==> config.mk <==
export PLATFORM = sky130hd
export DESIGN_NAME = rmw_wr_merger
export DESIGN_NICKNAME = d
export VERILOG_FILES = /design/src/rtl/rmw_pkg.sv /design/src/rtl/rmw_lane_gen.sv /design/src/rtl/rmw_merge.sv /design/src/rtl/rmw_wr_merger.sv
export SDC_FILE = /design/constraint.sdc
export NUM_CORES = 1
export LEC_CHECK = 0
export ABC_AREA = 1
export BUFFER_PORTS_ARGS = -buffer_cell sky130_fd_sc_hd__buf_4
export CAP_MARGIN = 15
export CORE_UTILIZATION = 54
export DETAILED_ROUTE_END_ITERATION = 6
export MAX_ROUTING_LAYER = met4
export PLACE_DENSITY = 0.93
export SYNTH_ARGS = -nofsm -noshare
export SYNTH_HDL_FRONTEND = slang
export SYNTH_SLANG_ARGS = --single-unit
==> constraint.sdc <==
create_clock -name clk -period 2.15 [get_ports clk]
set_clock_uncertainty 0.1 [all_clocks]
set_input_delay 0.215 -clock clk [delete_from_list [all_inputs] [get_ports clk]]
set_output_delay 0.215 -clock clk [all_outputs]
set_load 0.01 [all_outputs]
==> src/rtl/rmw_pkg.sv <==
package rmw_pkg;
    typedef enum logic [2:0] {
        ST_IDLE,
        ST_RD1,
        ST_WR1,
        ST_RD2,
        ST_WR2,
        ST_DONE
    } rmw_state_t;

    localparam int SZ_W = 2;
endpackage

==> src/rtl/rmw_lane_gen.sv <==
module rmw_lane_gen #(
    parameter int DATA_W = 32
) (
    input  logic [$clog2(DATA_W/8)-1:0]  off,
    input  logic [rmw_pkg::SZ_W-1:0]     size,
    input  logic [DATA_W-1:0]            wdata,
    output logic [2*(DATA_W/8)-1:0]      mask2,
    output logic [2*DATA_W-1:0]          data2,
    output logic                         full_word
);
    localparam int LANES = DATA_W / 8;
    localparam int OFF_W = $clog2(LANES);

    logic [rmw_pkg::SZ_W-1:0] eff;
    logic [OFF_W:0]           nb;
    logic [LANES-1:0]         base;
    logic [DATA_W-1:0]        dmask;

    assign eff = (32'(size) > OFF_W) ? rmw_pkg::SZ_W'(OFF_W) : size;
    assign nb  = (OFF_W+1)'(1) << eff;

    for (genvar i = 0; i < LANES; i++) begin : g_lane
        assign base[i]         = ((OFF_W+1)'(i) < nb);
        assign dmask[i*8 +: 8] = {8{base[i]}};
    end

    assign mask2     = {LANES'(0), base} << off;
    assign data2     = {DATA_W'(0), wdata & dmask} << {off, 3'b000};
    assign full_word = (eff == rmw_pkg::SZ_W'(OFF_W)) && (off == '0);
endmodule

==> src/rtl/rmw_merge.sv <==
module rmw_merge #(
    parameter int DATA_W = 32
) (
    input  logic [DATA_W-1:0]   old_word,
    input  logic [DATA_W-1:0]   new_word,
    input  logic [DATA_W/8-1:0] lane_mask,
    output logic [DATA_W-1:0]   merged
);
    localparam int LANES = DATA_W / 8;

    logic [DATA_W-1:0] bitmask;

    for (genvar i = 0; i < LANES; i++) begin : g_bm
        assign bitmask[i*8 +: 8] = {8{lane_mask[i]}};
    end

    assign merged = (old_word & ~bitmask) | (new_word & bitmask);
endmodule

==> src/rtl/rmw_wr_merger.sv <==
module rmw_wr_merger #(
    parameter int ADDR_W = 6,
    parameter int DATA_W = 32
) (
    input  logic                                 clk,
    input  logic                                 rst_n,
    input  logic                                 req_valid,
    output logic                                 req_ready,
    input  logic                                 req_write,
    input  logic [rmw_pkg::SZ_W-1:0]             req_size,
    input  logic [ADDR_W-1:0]                    req_addr,
    input  logic [DATA_W-1:0]                    req_wdata,
    output logic                                 rsp_valid,
    output logic [DATA_W-1:0]                    rsp_rdata,
    output logic                                 mem_en,
    output logic                                 mem_we,
    output logic [ADDR_W-$clog2(DATA_W/8)-1:0]   mem_addr,
    output logic [DATA_W-1:0]                    mem_wdata,
    input  logic [DATA_W-1:0]                    mem_rdata
);
    import rmw_pkg::*;

    localparam int LANES = DATA_W / 8;
    localparam int OFF_W = $clog2(LANES);
    localparam int WA_W  = ADDR_W - OFF_W;

    rmw_state_t state, nstate;

    logic [2*LANES-1:0]  in_mask;
    logic [2*DATA_W-1:0] in_data;
    logic                in_full;
    logic [WA_W-1:0]     cap_wa;
    logic [2*LANES-1:0]  cap_mask;
    logic [2*DATA_W-1:0] cap_data;
    logic                sel_hi;
    logic                straddle;
    logic                accept_part;
    logic [LANES-1:0]    cur_mask;
    logic [DATA_W-1:0]   cur_data;
    logic [DATA_W-1:0]   merged;

    rmw_lane_gen #(.DATA_W(DATA_W)) u_lane (
        .off       (req_addr[OFF_W-1:0]),
        .size      (req_size),
        .wdata     (req_wdata),
        .mask2     (in_mask),
        .data2     (in_data),
        .full_word (in_full)
    );

    assign sel_hi   = (state == ST_WR2);
    assign cur_mask = sel_hi ? cap_mask[2*LANES-1:LANES] : cap_mask[LANES-1:0];
    assign cur_data = sel_hi ? cap_data[2*DATA_W-1:DATA_W] : cap_data[DATA_W-1:0];
    assign straddle = |cap_mask[2*LANES-1:LANES];

    rmw_merge #(.DATA_W(DATA_W)) u_merge (
        .old_word  (mem_rdata),
        .new_word  (cur_data),
        .lane_mask (cur_mask),
        .merged    (merged)
    );

    assign accept_part = (state == ST_IDLE) && req_valid && req_write && !in_full;

    // state register
    always_ff @(posedge clk or negedge rst_n) begin
        if (!rst_n) state <= ST_IDLE;
        else        state <= nstate;
    end

    // captured request and read response flag
    always_ff @(posedge clk or negedge rst_n) begin
        if (!rst_n) begin
            cap_wa    <= '0;
            cap_mask  <= '0;
            cap_data  <= '0;
            rsp_valid <= 1'b0;
        end else begin
            rsp_valid <= (state == ST_IDLE) && req_valid && !req_write;
            if (accept_part) begin
                cap_wa   <= req_addr[ADDR_W-1:OFF_W];
                cap_mask <= in_mask;
                cap_data <= in_data;
            end
        end
    end

    assign rsp_rdata = mem_rdata;

    // next state
    always_comb begin
        nstate = ST_IDLE;
        unique case (state)
            ST_IDLE: nstate = accept_part ? ST_RD1 : ST_IDLE;
            ST_RD1:  nstate = ST_WR1;
            ST_WR1:  nstate = straddle ? ST_RD2 : ST_DONE;
            ST_RD2:  nstate = ST_WR2;
            ST_WR2:  nstate = ST_DONE;
            ST_DONE: nstate = ST_IDLE;
            default: nstate = ST_IDLE;
        endcase
    end

    // outputs
    always_comb begin
        req_ready = 1'b0;
        mem_en    = 1'b0;
        mem_we    = 1'b0;
        mem_addr  = cap_wa;
        mem_wdata = merged;
        unique case (state)
            ST_IDLE: begin
                req_ready = 1'b1;
                mem_addr  = req_addr[ADDR_W-1:OFF_W];
                mem_wdata = req_wdata;
                if (req_valid && (!req_write || in_full)) begin
                    mem_en = 1'b1;
                    mem_we = req_write;
                end
            end
            ST_RD1: mem_en = 1'b1;
            ST_WR1: begin
                mem_en = 1'b1;
                mem_we = 1'b1;
            end
            ST_RD2: begin
                mem_en   = 1'b1;
                mem_addr = cap_wa + WA_W'(1);
            end
            ST_WR2: begin
                mem_en   = 1'b1;
                mem_we   = 1'b1;
                mem_addr = cap_wa + WA_W'(1);
            end
            ST_DONE: ;
            default: ;
        endcase
    end

    // a full aligned write leaves the machine in IDLE
    a_r1_full_no_seq: assert property (@(posedge clk) disable iff (!rst_n)
        (state == ST_IDLE && req_valid && req_write && in_full) |=> (state == ST_IDLE));

    // a read response only follows a cycle spent in IDLE
    a_r2_rsp_from_idle: assert property (@(posedge clk) disable iff (!rst_n)
        rsp_valid |-> ($past(state) == ST_IDLE && state == ST_IDLE));

    // the first read is always followed by the first write
    a_r3_rd_then_wr: assert property (@(posedge clk) disable iff (!rst_n)
        (state == ST_RD1) |=> (state == ST_WR1 && mem_en && mem_we));

    // the second read is followed by the second write
    a_r4_rd2_then_wr2: assert property (@(posedge clk) disable iff (!rst_n)
        (state == ST_RD2) |=> (state == ST_WR2 && mem_we));

    // the second word sits one above the first
    a_r4_next_addr: assert property (@(posedge clk) disable iff (!rst_n)
        (state == ST_WR2) |-> (mem_addr == $past(mem_addr, 3) + WA_W'(1)));

    // an accepted partial write blocks the next cycle
    a_r6_hold_off: assert property (@(posedge clk) disable iff (!rst_n)
        accept_part |=> !req_ready);

    // lanes not written keep the old byte
    for (genvar g = 0; g < LANES; g++) begin : g_keep
        a_r5_keep_lane: assert property (@(posedge clk) disable iff (!rst_n)
            ((state == ST_WR1 || state == ST_WR2) && !cur_mask[g])
            |-> (mem_wdata[g*8 +: 8] == mem_rdata[g*8 +: 8]));
    end
endmodule

# --- Word level (Yosys, flattened, before mapping) ---
# Cells that the tools add are included.
op_classes:
  n_addsub: 1
  order_cmp: 5
  n_eq_ne: 5
  shifts: 3
  n_mux: 13
  n_bitwise: 5
  reduce_logical: 15
op_table:
  columns: ["cell", "count"]
  rows:
  - ["AND 32 bit", 3]
  - ["2-to-1 mux 32 bit", 2]
  - ["left shift 32 x 5 -> 64 bit", 1]
  - ["NOT 32 bit", 1]
  - ["bitwise OR 32 bit", 1]
  - ["case mux 3 bit (5 select lines)", 1]
  - ["case mux 4 bit (2 select lines)", 1]
  - ["OR reduction 4 bit", 2]
  - ["left shift 4 x 2 -> 8 bit", 1]
  - ["== test 3 x 2 -> 1 bit, second input constant", 2]
  - ["logical AND 1 bit", 6]
  - ["< comparator 1 x 3 -> 1 bit, first input constant", 2]
  - ["< comparator 2 x 3 -> 1 bit, first input constant", 2]
  - ["adder 4 x 1 -> 4 bit, second input constant", 1]
  - ["2-to-1 mux 1 bit", 4]
  - ["2-to-1 mux 4 bit", 1]
  - ["case mux 1 bit (2 select lines)", 2]
  - ["OR reduction 2 bit", 2]
  - ["== test 3 x 1 -> 1 bit, second input constant", 1]
  - ["== test 3 bit, second input constant", 1]
  - ["zero test 3 bit", 1]
  - ["2-to-1 mux 3 bit", 1]
  - ["left shift 1 x 2 -> 3 bit, first input constant", 1]
  - ["== test 2 bit, second input constant", 1]
  - ["5 further kinds", 6]
word_totals:
  register_bits: 80
  inputBits: 76
  output_inout_bits: 72
  word_cells: 52

# --- Depth between registers and ports, before layout ---
# Gate-level depths: netlist of the first run.
depth:
  ltp_word: 8
  depth_mapped: 10
  ltp_nobuf: 7

# --- By module ---
# Synthesis of the first run repeated with hierarchy kept, for this count alone.
hier_totals:
  cells_unflattened: 979
  hier_area_um2: 5824.3
by_module_without_submodules:
  columns: ["mod", "instances", "cells_per_inst", "area_each_um2"]
  rows:
  - ["rmw_wr_merger", 1, 635, 4370.4]
  - ["rmw_lane_gen", 1, 240, 1033.5]
  - ["rmw_merge", 1, 104, 420.4]

# --- Worst setup path before layout of the first run ---
# Ideal clock, no wire load.
synth_timing:
  path_type: "reg2out"
  from: "register state[2]"
  to: "output port mem_wdata[24]"
  arrival_ps: 1339
  setup_slack_ps: 496
  stages_incl_launch_ff: 7
  n_path_buf: 3
  cell_sequence: "dfrtp_1 > buf_4 > nand2_1 > buf_2 > buf_2 > nand3_1 > a31oi_1"
synth_via:
  elab_chain_cells: 6
synth_rtl:
  columns: ["element", "line", "source"]
  rows:
  - ["start, declared", "rmw_wr_merger.sv:27", "rmw_state_t state, nstate;"]
  - ["start signal, assigned", "rmw_wr_merger.sv:68", "else state <= nstate;"]
  - ["== test 3 bit", "rmw_wr_merger.sv:51", "assign sel_hi = (state == ST_WR2);"]
  - ["2-to-1 mux 4 bit", "rmw_wr_merger.sv:52", "assign cur_mask = sel_hi ? cap_mask[2*LANES-1:LANES] : cap_mask[LANES-1:0];"]
  - ["NOT 32 bit", "rmw_merge.sv:17", "assign merged = (old_word & ~bitmask) | (new_word & bitmask);"]
  - ["AND 32 bit", "rmw_merge.sv:17", null]
  - ["bitwise OR 32 bit", "rmw_merge.sv:17", null]
  - ["2-to-1 mux 32 bit (*)", "rmw_wr_merger.sv:111", "unique case (state)"]
  - ["end, declared", "rmw_wr_merger.sv:18", "output logic [DATA_W-1:0] mem_wdata,"]
# Every way passes the cells marked *; elsewhere a longest branch is shown, timed or not.

# --- Worst setup path after layout of the first run ---
layout_timing:
  from: "register state[1]"
  to: "output port mem_wdata[10]"
# Same word-level chain as after synthesis.

==> results of run 1 <==
sequential cells by signal, summed over array words and instances (netlist names):
register   count
cap_data      56
state          3
cap_wa         4
rsp_valid      1
cap_mask       7
Yosys cell counts:
library cell,instances
buf_1,4
nand2_2,3
inv_2,3
nand3_2,2
nand4_1,1
clkinv_1,2
nand2_1,341
clkbuf_1,13
o21a_1,1
a31oi_1,8
nand3b_1,23
o21ai_1,18
o21ai_0,23
o22ai_1,2
buf_6,3
nor2_4,1
nand3_1,118
buf_4,42
nand2_4,1
nor2_1,34
dfrtp_1,71
a21oi_1,9
nor2_2,4
ha_1,1
nor3_1,1
o21ai_2,10
xor2_1,1
inv_1,75
o211ai_1,2
buf_2,13
a21boi_0,8
cells by family (layout without fill, tap and decap cells):
group	Yosys count	in the layout	synth area share
AO/OA/AOI/OAI	81	81	0.0907
buffers and inverters	155	273	0.146
AND/OR/NAND/NOR	529	529	0.426
XOR/XNOR	1	1	0.00164
flip-flops	71	71	0.333
adder cells (fa/ha/maj)	1	1	0.00235
cell type report:
| cell class | count | area, µm² | area share |
|---|---|---|---|
| Multi-Input combinational cell | 612 | 2870 | 0.424 |
| Clock buffer | 11 | 141 | 0.0209 |
| Tap cell | 129 | 161 | 0.0238 |
| Timing Repair Buffer | 178 | 1440 | 0.213 |
| Inverter | 80 | 305 | 0.0451 |
| Sequential cell | 71 | 1780 | 0.263 |
| Clock inverter | 4 | 70.1 | 0.0104 |
placed cells by master (no fill, tap or decap), types with 5 or more instances in the layout:
| master | count |
|---|---|
| o21ai_2 | 11 |
| a21boi_0 | 8 |
| nand3b_1 | 23 |
| clkbuf_8 | 10 |
| dfrtp_1 | 69 |
| nand2_4 | 8 |
| nor2_1 | 34 |
| inv_1 | 75 |
| buf_12 | 5 |
| dlygate4sd3_1 | 6 |
| nand2_1 | 334 |
| o21ai_1 | 17 |
| buf_4 | 162 |
| a21oi_1 | 9 |
| a31oi_1 | 8 |
| nand3_1 | 115 |
| o21ai_0 | 23 |
stage by stage:
stage	hold slack (ps)	cell area, µm²	worst slack (ps)	utilization	setup TNS, ps
3_3_place_gp	287	6280	230	0.667	0
2_1_floorplan	-181	5330	496	-	0
5_1_grt	59.6	6770	-55.9	0.719	-899
6_report	60.1	6770	-18.8	0.719	-18.8
4_1_cts	54.8	6640	-12.1	0.706	-35.1
3_5_place_dp	291	6280	136	0.667	0
critical path: cells and delay by family (launching register included):
kind | cells | cell delay, ps
buffers and inverters | 3 | 430
DFF | 1 | 430
and+or+nand+nor | 6 | 630
layer usage:
metal	vias up	wire [µm]	part of all wire	track usage
met2	359	7530	0.46	0.532
li1	2853	-	-	-
met4	0	548	0.034	0.134
met3	60	1750	0.11	0.0600
met1	2596	6480	0.40	0.426
met5	-	0	0	-
report_power, final:
part	switching, µW	internal (µW)
Clock	498	675
Sequential	376	1870
Combinational	2850	2260
worst max-delay path by stage:
stage                   from             to  slack, ps
global placement    state[0]   mem_wdata[1]        230
global route        state[1]  mem_wdata[10]        -60
detailed placement  state[0]   mem_wdata[1]        140
CTS                 state[0]   mem_wdata[1]        -10
finish              state[1]  mem_wdata[10]        -20
floorplan           state[2]  mem_wdata[24]        500
timing repair:
| item | in CTS | in global routing |
|---|---|---|
| pin swaps | 1 | 2 |
| hold buffers | 6 | 0 |
| setup buffers | 3 | 4 |
| resized for setup | 17 | 26 |
| endpoints found under the setup margin | 36 | 36 |
| hold endpoints to repair | 76 | 0 |
==> results.md, run 1 <==
* Status: complete, but fails checks
* Failing checks: negative setup slack
* Relative slew slack at 0.410
* Least-Margin Pin Slew at between 800 and 900 ps
* Core footprint at 9420 µm²
* First-pass DRT Iterations at 6
* Yosys warning count at 0
* CP arrival at 1850 ps
* Clk sinks at 71
* Final antenna diode count at 0
* CP peak stage delay at 430 ps
* Hold Path Depth at 3
* CTS Buffer Depth at 2
* Area delta synth->final at 27.1%
* Num CTS Buffers at 9
* Die span in y at 101 µm
* Fin worst setup slack at -18.8 ps
* Starting Density at 0.566
* Mean cell area of the mapped netlist at about 6.4 µm²
* Final period util at 1.01
* Global Route Usage Sum at 0.335
* Drt initial violations at about 630
* FF-to-FF path depth at 8
* Clock-pin slew on the worst setup and hold paths at 80 ps
* Row count at 35
* Via count at 5868
* Critical Path RT at 1840 ps
* Post-Route WL at between 15000 and 20000 µm
* Antenna viol nets, final at 0
* Layout cells sized above 1 at 0.233
* Root Driver: clkbuf_8
* Cells after DPL at approximately 1100
* Sequential cell area fraction in the yosys report at 0.333
* Startpoint Class: flop
* Die area at 10300 µm²
* Fin nets at 1029
* Worst-Skew Late Latency at 360 ps
* Reg2Reg Capture Point: cap_data[41]
* Hold Crit Start: req_wdata[2]
* Worst reg2reg setup slack at 100 ps
* Post-Synthesis Cells at about 840
* Antenna violations before repair at 0
* Post-synthesis register bit count at between 70 and 80
* Reg2reg start: state[1]
* Endpoint, Worst Hold: cap_data[2]
* Synth cell types at 31
* Gp weighted congestion at 0.973
* Max-slew violations at 0
* Critical path class: reg2out
* Worst vdd ir at 0.884 mV
* Vias in the first global route at 5369
* Fillers at slightly below 800
* Synth top area cells: dfrtp_1 33%, nand2_1 24%, nand3_1 11%
* Residual DRC at 0
* PortBufs at 147
* Htree depth at 3
* Final std cells w/o fill at 1085
* Fmax achieved at 461 MHz
* Final setup vio count at 1
* Synth area leader: dfrtp_1
* Synthesized area at 5330 µm²
* Post-synthesis net count at 915
* Critical path cell sequence: nor2_4 -> nand2_4 -> buf_12 -> nand2_4 -> buf_6 -> nand3_1 -> nand3_1 -> nand2_1 -> buf_4
* Total Power at 8540 µW
* HPWL Detailed at 11800 µm
* Endpoints failing hold at 0
* Die W at 101 µm
* Critical path endpoint category: primary output
* Critical-path maximum fanout at 14
* First-pass GRT wire length at 25600 µm
* Worst Hold Class: in2reg
* Cell Pwr Density at ~1300 nW/µm²
* Critical Path Slowest Stage Cell: dfrtp_1
* GRT overflow at 0
* TritonCTS clock tree: built
* Leakage at 0.00373 µW
* I/O pins at 148
* Routed vias/inst at 5.41
* Maxcap violations at 0
* RSZ-0062 raised after global routing: yes
* Tmin final at 2170 ps
* Synth top area share at 0.333
* Largest net degree at the start of global routing at 72
* Avg WL per Cell at ~15 µm
Note: power is estimated with default switching activity, not from simulation.
==> run 2, diff against run 1 <==
--- a/config.mk
+++ b/config.mk
@@ -8,10 +8,11 @@
 export ABC_AREA = 1
 export BUFFER_PORTS_ARGS = -buffer_cell sky130_fd_sc_hd__buf_4
 export CAP_MARGIN = 15
-export CORE_UTILIZATION = 54
+export CORE_UTILIZATION = 55
 export DETAILED_ROUTE_END_ITERATION = 6
 export MAX_ROUTING_LAYER = met4
 export PLACE_DENSITY = 0.93
 export SYNTH_ARGS = -nofsm -noshare
 export SYNTH_HDL_FRONTEND = slang
+export SYNTH_HIERARCHICAL = 1
 export SYNTH_SLANG_ARGS = --single-unit
==> results.md, run 2 <==
* TritonCTS clock tree: built
* Die area at 11000 µm²
* Vias in the first global route at 6415
* Synth top area cells: nand2_1 40%, dfrtp_1 34%, nand3_1 6.3%
* Synthesized area at between 5000 and 6000 µm²
* I/O pins at 148
* Most common cell after layout, fill and taps aside: nand2_1
* Final setup vio count at 36
* Worst-Skew Late Latency at roughly 360 ps
* Reg2reg start: state[0]
* Fin nets at around 1200
* Core footprint at approximately 10000 µm²
* Pre-CTS setup slack at -47.4 ps
* Worst vdd ir at ~0.75 mV
* Met2 usage at 0.579
* Cells after DPL at 1199
* Largest register FFs at 64
* Critical path class: reg2out
* Global Route Usage Sum at 0.370
* Worst reg2reg setup slack at around 250 ps
* Mean cell area of the mapped netlist at 5.95 µm²
* Antenna viol nets, final at 0
* CP arrival at 2000 ps
* Tmin final at 2320 ps
* PortBufs at 147
* Residual DRC at 0
* HPWL Detailed at 12200 µm
* M1 GR Usage at 0.446
* Post-Route WL at 20100 µm
* Largest net degree at the start of global routing at 48
* Sequential cell area fraction in the yosys report at 0.344
* Routed vias/inst at 5.61
* Reg2Reg Capture Point: cap_data[17]
* Final Util at 0.735
* Root Driver: clkbuf_8
* Final antenna diode count at 0
* Critical-path maximum fanout at 7
* Yosys warning count at 6
* Final std cells w/o fill at ~1200
* Failing checks: negative setup slack
* Clock-pin slew on the worst setup and hold paths at 100 ps
* Gp weighted congestion at 0.960
* Row count at 37
* Critical path endpoint category: primary output
* First-pass GRT wire length at 31200 µm
* Endpoint, Worst Hold: cap_data[54]
* GRT overflow at 0
* Fillers at 799
* Cell Pwr Density at 1280 nW/µm²
* Htree depth at 3
* Antenna violations before repair at 0
* Status: complete, but fails checks
* Grt peak-use layer: met2
* Grt met3 use at 0.0811
* Critical Path RT at roughly 1800 ps
* Final period util at 1.08
* Starting Density at 0.567
* Area delta synth->final at 29.6%
* Startpoint Class: flop
* Top post-synthesis cells by count: 623 x nand2_1, 80 x dfrtp_1, 73 x nand3_1, 47 x buf_4, 32 x inv_1
* Post-synth EDFFs at 0
* Post-synthesis register bit count at 80
* Die span in y at 105 µm
* Synth cell types at 27
* Ys async rst share at 1.00
* Top Registers: cap_data (64), cap_mask (8), cap_wa (4)
* FF-to-FF path depth at 8
* Via count at 6967
* Largest Register: cap_data
* Hold Crit Start: req_wdata[30]
* RSZ-0062 raised after global routing: yes
* Clk sinks at 80
* First-pass DRT Iterations at 6
* Num CTS Buffers at 9
* Die W at 105 µm
* Hold Path Depth at 5
* Max-slew violations at 0
* Fmax achieved at 431 MHz
* CTS Buffer Depth at 2
* Avg WL per Cell at 16.2 µm
* Endpoints failing hold at 0
* Synth area leader: nand2_1
* Synth top area share at 0.402
* Leakage at 0.00448 µW
* Most common cell in the netlist: nand2_1
* Layout cells sized above 1 at 0.223
* Fin worst setup slack at -168 ps
* Commonest cells after routing, fill and taps aside: 603 x nand2_1, 157 x buf_4, 79 x dfrtp_1
* Ys flop type: dfrtp_1
* Worst Hold Class: in2reg
* Drt initial violations at 890
* Post-Synthesis Cells at about 1000
* Maxcap violations at 0
run 2: worst max-delay path by stage:
stage	from	to	slack (ps)	cells past startpoint
6_report	state[0]	mem_wdata[16]	-170	11
3_3_place_gp	state[0]	mem_wdata[4]	7	10
4_1_cts	state[1]	mem_wdata[8]	-60	11
2_1_floorplan	state[0]	mem_wdata[22]	250	11
3_5_place_dp	state[0]	mem_wdata[7]	-50	10
5_1_grt	state[0]	mem_wdata[21]	-230	11
run 2: cell type report:
cell class / count / area, µm² / area share
clock buffers: 11 / 151 / 0.0201
clock inverters: 5 / 63.8 / 0.00845
inverters: 39 / 171 / 0.0227
multi-input cells: 778 / 3280 / 0.434
flip-flops and latches: 80 / 2000 / 0.265
well taps: 136 / 170 / 0.0225
repair buffers: 192 / 1710 / 0.227
run 2: logic make-up after synthesis:
| logic type | Yosys count | share of synthesized area |
|---|---|---|
| flops | 80 | 0.344 |
| compound gates | 23 | 0.0223 |
| xor+xnor | 1 | 0.00150 |
| fa+ha+maj | 1 | 0.00215 |
| other cells | 1 | 0.000644 |
| buf+inv | 131 | 0.127 |
| simple gates | 742 | 0.503 |
run 2: power breakdown:
group | switching, µW | internal, µW
clock network | 614 | 609
logic | 3390 | 2520
registers | 428 | 2110
run 2: repair_timing:
action                     CTS  global route
pin swaps                    9             8
hold endpoints to repair    38             0
setup buffers                9             2
resized for setup           45            39
setup endpoints to repair   39            38
cloned                       8             1
hold buffers                 6             0
run 2: through the flow:
stage          instance area, µm²  setup TNS [ps]  hold WS (ps)  total power (µW)
2_1_floorplan                5850               0          -181              5360
3_3_place_gp                 6770               0          92.4              6970
3_5_place_dp                 6770            -254          95.1              7100
4_1_cts                      7380            -954          90.6              9080
5_1_grt                      7550           -6600           117             10300
6_report                     7550           -3880           111              9670
run 2: critical path, cell delays in order (launching register included):
cell     delay (ps)
dfrtp_1         430
nor2_4          220
buf_6           140
buf_12          110
buf_8           130
nand3_1          90
nand2_1         120
nand2_1          90
nand2_1          70
nand2_1          50
nand2_1          80
buf_6           100
run 2: layer usage:
layer / part of all wire / wire length [µm]
met1: 0.36 / 7240
met2: 0.46 / 9240
met3: 0.12 / 2490
met4: 0.055 / 1100
met5: 0 / 0
==> run 3, diff against run 2 <==
--- a/config.mk
+++ b/config.mk
@@ -8,10 +8,12 @@
 export ABC_AREA = 1
 export BUFFER_PORTS_ARGS = -buffer_cell sky130_fd_sc_hd__buf_4
 export CAP_MARGIN = 15
+export CORE_ASPECT_RATIO = 0.5
 export CORE_UTILIZATION = 55
 export DETAILED_ROUTE_END_ITERATION = 6
 export MAX_ROUTING_LAYER = met4
 export PLACE_DENSITY = 0.93
+export SKIP_CTS_REPAIR_TIMING = 1
 export SYNTH_ARGS = -nofsm -noshare
 export SYNTH_HDL_FRONTEND = slang
 export SYNTH_HIERARCHICAL = 1
==> results.md, run 3 (synthesized netlist as in run 2, its figures left out) <==
* Gp weighted congestion at approximately 1
* Global Route Usage Sum at 0.344
* Critical path endpoint category: primary output
* Root Driver: clkbuf_16
* Critical-path maximum fanout at 6
* Drt initial violations at roughly 930
* Relative slew slack at 0.668
* Die area at about 11000 µm²
* Layout cells sized above 1 at 0.245
* Antenna violations before repair at 0
* Worst Hold Class: in2reg
* Least-Margin Pin Slew at slightly below 500 ps
* Final std cells w/o fill at ~1200
* Endpoints failing hold at 2
* Reg2reg start: state[1]
* Commonest cells after routing, fill and taps aside: 582 x nand2_1, 137 x buf_4, 79 x dfrtp_1
* PortBufs at 147
* Die W at about 150 µm
* TritonCTS clock tree: built
* Row count at 26
* Total Power at 10600 µW
* Cells after DPL at 1206
* First-pass DRT Iterations at 7
* Clk sinks at 80
* Avg WL per Cell at 17.1 µm
* Critical path origin: state[1]
* Largest net degree at the start of global routing at 78
* CP arrival at 1990 ps
* Pre-CTS setup slack at 2.35 ps
* Fin nets at around 1200
* Area delta synth->final at 34.0%
* Worst Hold Slack at -29.9 ps
* Leakage at 0.00455 µW
* Clock-pin slew on the worst setup and hold paths at 70 ps
* Num CTS Buffers at 9
* Tmin final at 2310 ps
* Worst vdd ir at 0.646 mV
* Via count at 6983
* Starting Density at 0.568
* Final period util at 1.07
* I/O pins at around 150
* Most common cell after layout, fill and taps aside: nand2_1
* Residual DRC at 0
* Cell Pwr Density at 1350 nW/µm²
* Die span in y at 74.8 µm
* Max-slew violations at 0
* Final setup vio count at 38
* GRT overflow at 0
* Maxcap violations at 0
* Largest register FFs at 64
* RSZ-0062 raised after global routing: yes
* Final antenna diode count at 0
* Fin worst setup slack at -156 ps
* Post-Route WL at about 21000 µm
* Worst-Skew Late Latency at 350 ps
* First-pass GRT wire length at 28300 µm
* Fmax achieved at 434 MHz
* Vias in the first global route at about 5800
* Core footprint at 10200 µm²
* Critical Path RT at 1840 ps
* Htree depth at 3
* Status: complete, but fails checks
* Antenna viol nets, final at 0
* Critical path class: reg2out
* Hold Crit Start: req_addr[2]
* Failing checks: negative hold slack, negative setup slack
* HPWL Detailed at 13000 µm
* Top Registers: cap_data (64), cap_mask (8), cap_wa (4)
* Routed vias/inst at 5.61
* Largest Register: cap_data
* CTS Buffer Depth at 2
* Startpoint Class: flop
run 3: area by class of cell:
class,count,area (µm²)
fill,744,2440
clock buffer,10,239
timing repair buffer,192,1760
multi-input combinational,777,3350
tap,140,175
clock inverter,6,90.1
inverter,39,189
sequential,80,2000
run 3: stage by stage:
| step | setup TNS, ps | hold WS [ps] | instance area [µm²] | utilization |
|---|---|---|---|---|
| after floorplan | 0 | -181 | 5850 | - |
| after global routing | -5460 | 1.11 | 7800 | 0.762 |
| after CTS | -11250 | -258 | 7130 | 0.696 |
| after detailed placement | 0 | 105 | 6810 | 0.664 |
| final | -3150 | -29.9 | 7800 | 0.762 |
| after global placement | 0 | 106 | 6810 | 0.664 |
run 3: path summary, 6_finish.rpt:
path,slack (ps),depth (start not counted),end
setup / recovery,-160,12,mem_wdata[12]
hold / removal,-30,3,cap_wa[0]
setup reg to reg,150,9,cap_data[3]
hold reg to reg,380,2,cap_data[15]
max in group asynchronous,1040,3,state[2]
min in group asynchronous,280,2,cap_data[44]
run 3: per-layer routing:
layer / wire length [µm] / track usage / vias up
li1: - / - / 3177
met5: 0 / - / -
met3: 2930 / 0.0721 / 77
met2: 9470 / 0.551 / 529
met1: 8140 / 0.448 / 3200
met4: 710 / 0.0997 / 0
run 3: report_power, final:
| group | switching (µW) | internal [µW] | leakage, µW | total (µW) |
|---|---|---|---|---|
| clock | 653 | 1050 | 0.000159 | 1710 |
| sequential | 434 | 2110 | 0.00105 | 2550 |
| combinational | 3620 | 2700 | 0.00335 | 6320 |
| total | 4710 | 5860 | 0.00455 | 10600 |
run 3: worst max-delay path, cell delays in order (launching register included):
cell and delay, ps:
dfrtp_1 440, nor2_4 200, buf_6 150, nand2_8 70, nand2_2 70, o21ai_2 50
buf_6 150, buf_6 130, nand2_2 60, nand2_2 50, nand2_1 70, nand2_1 70
buf_6 120
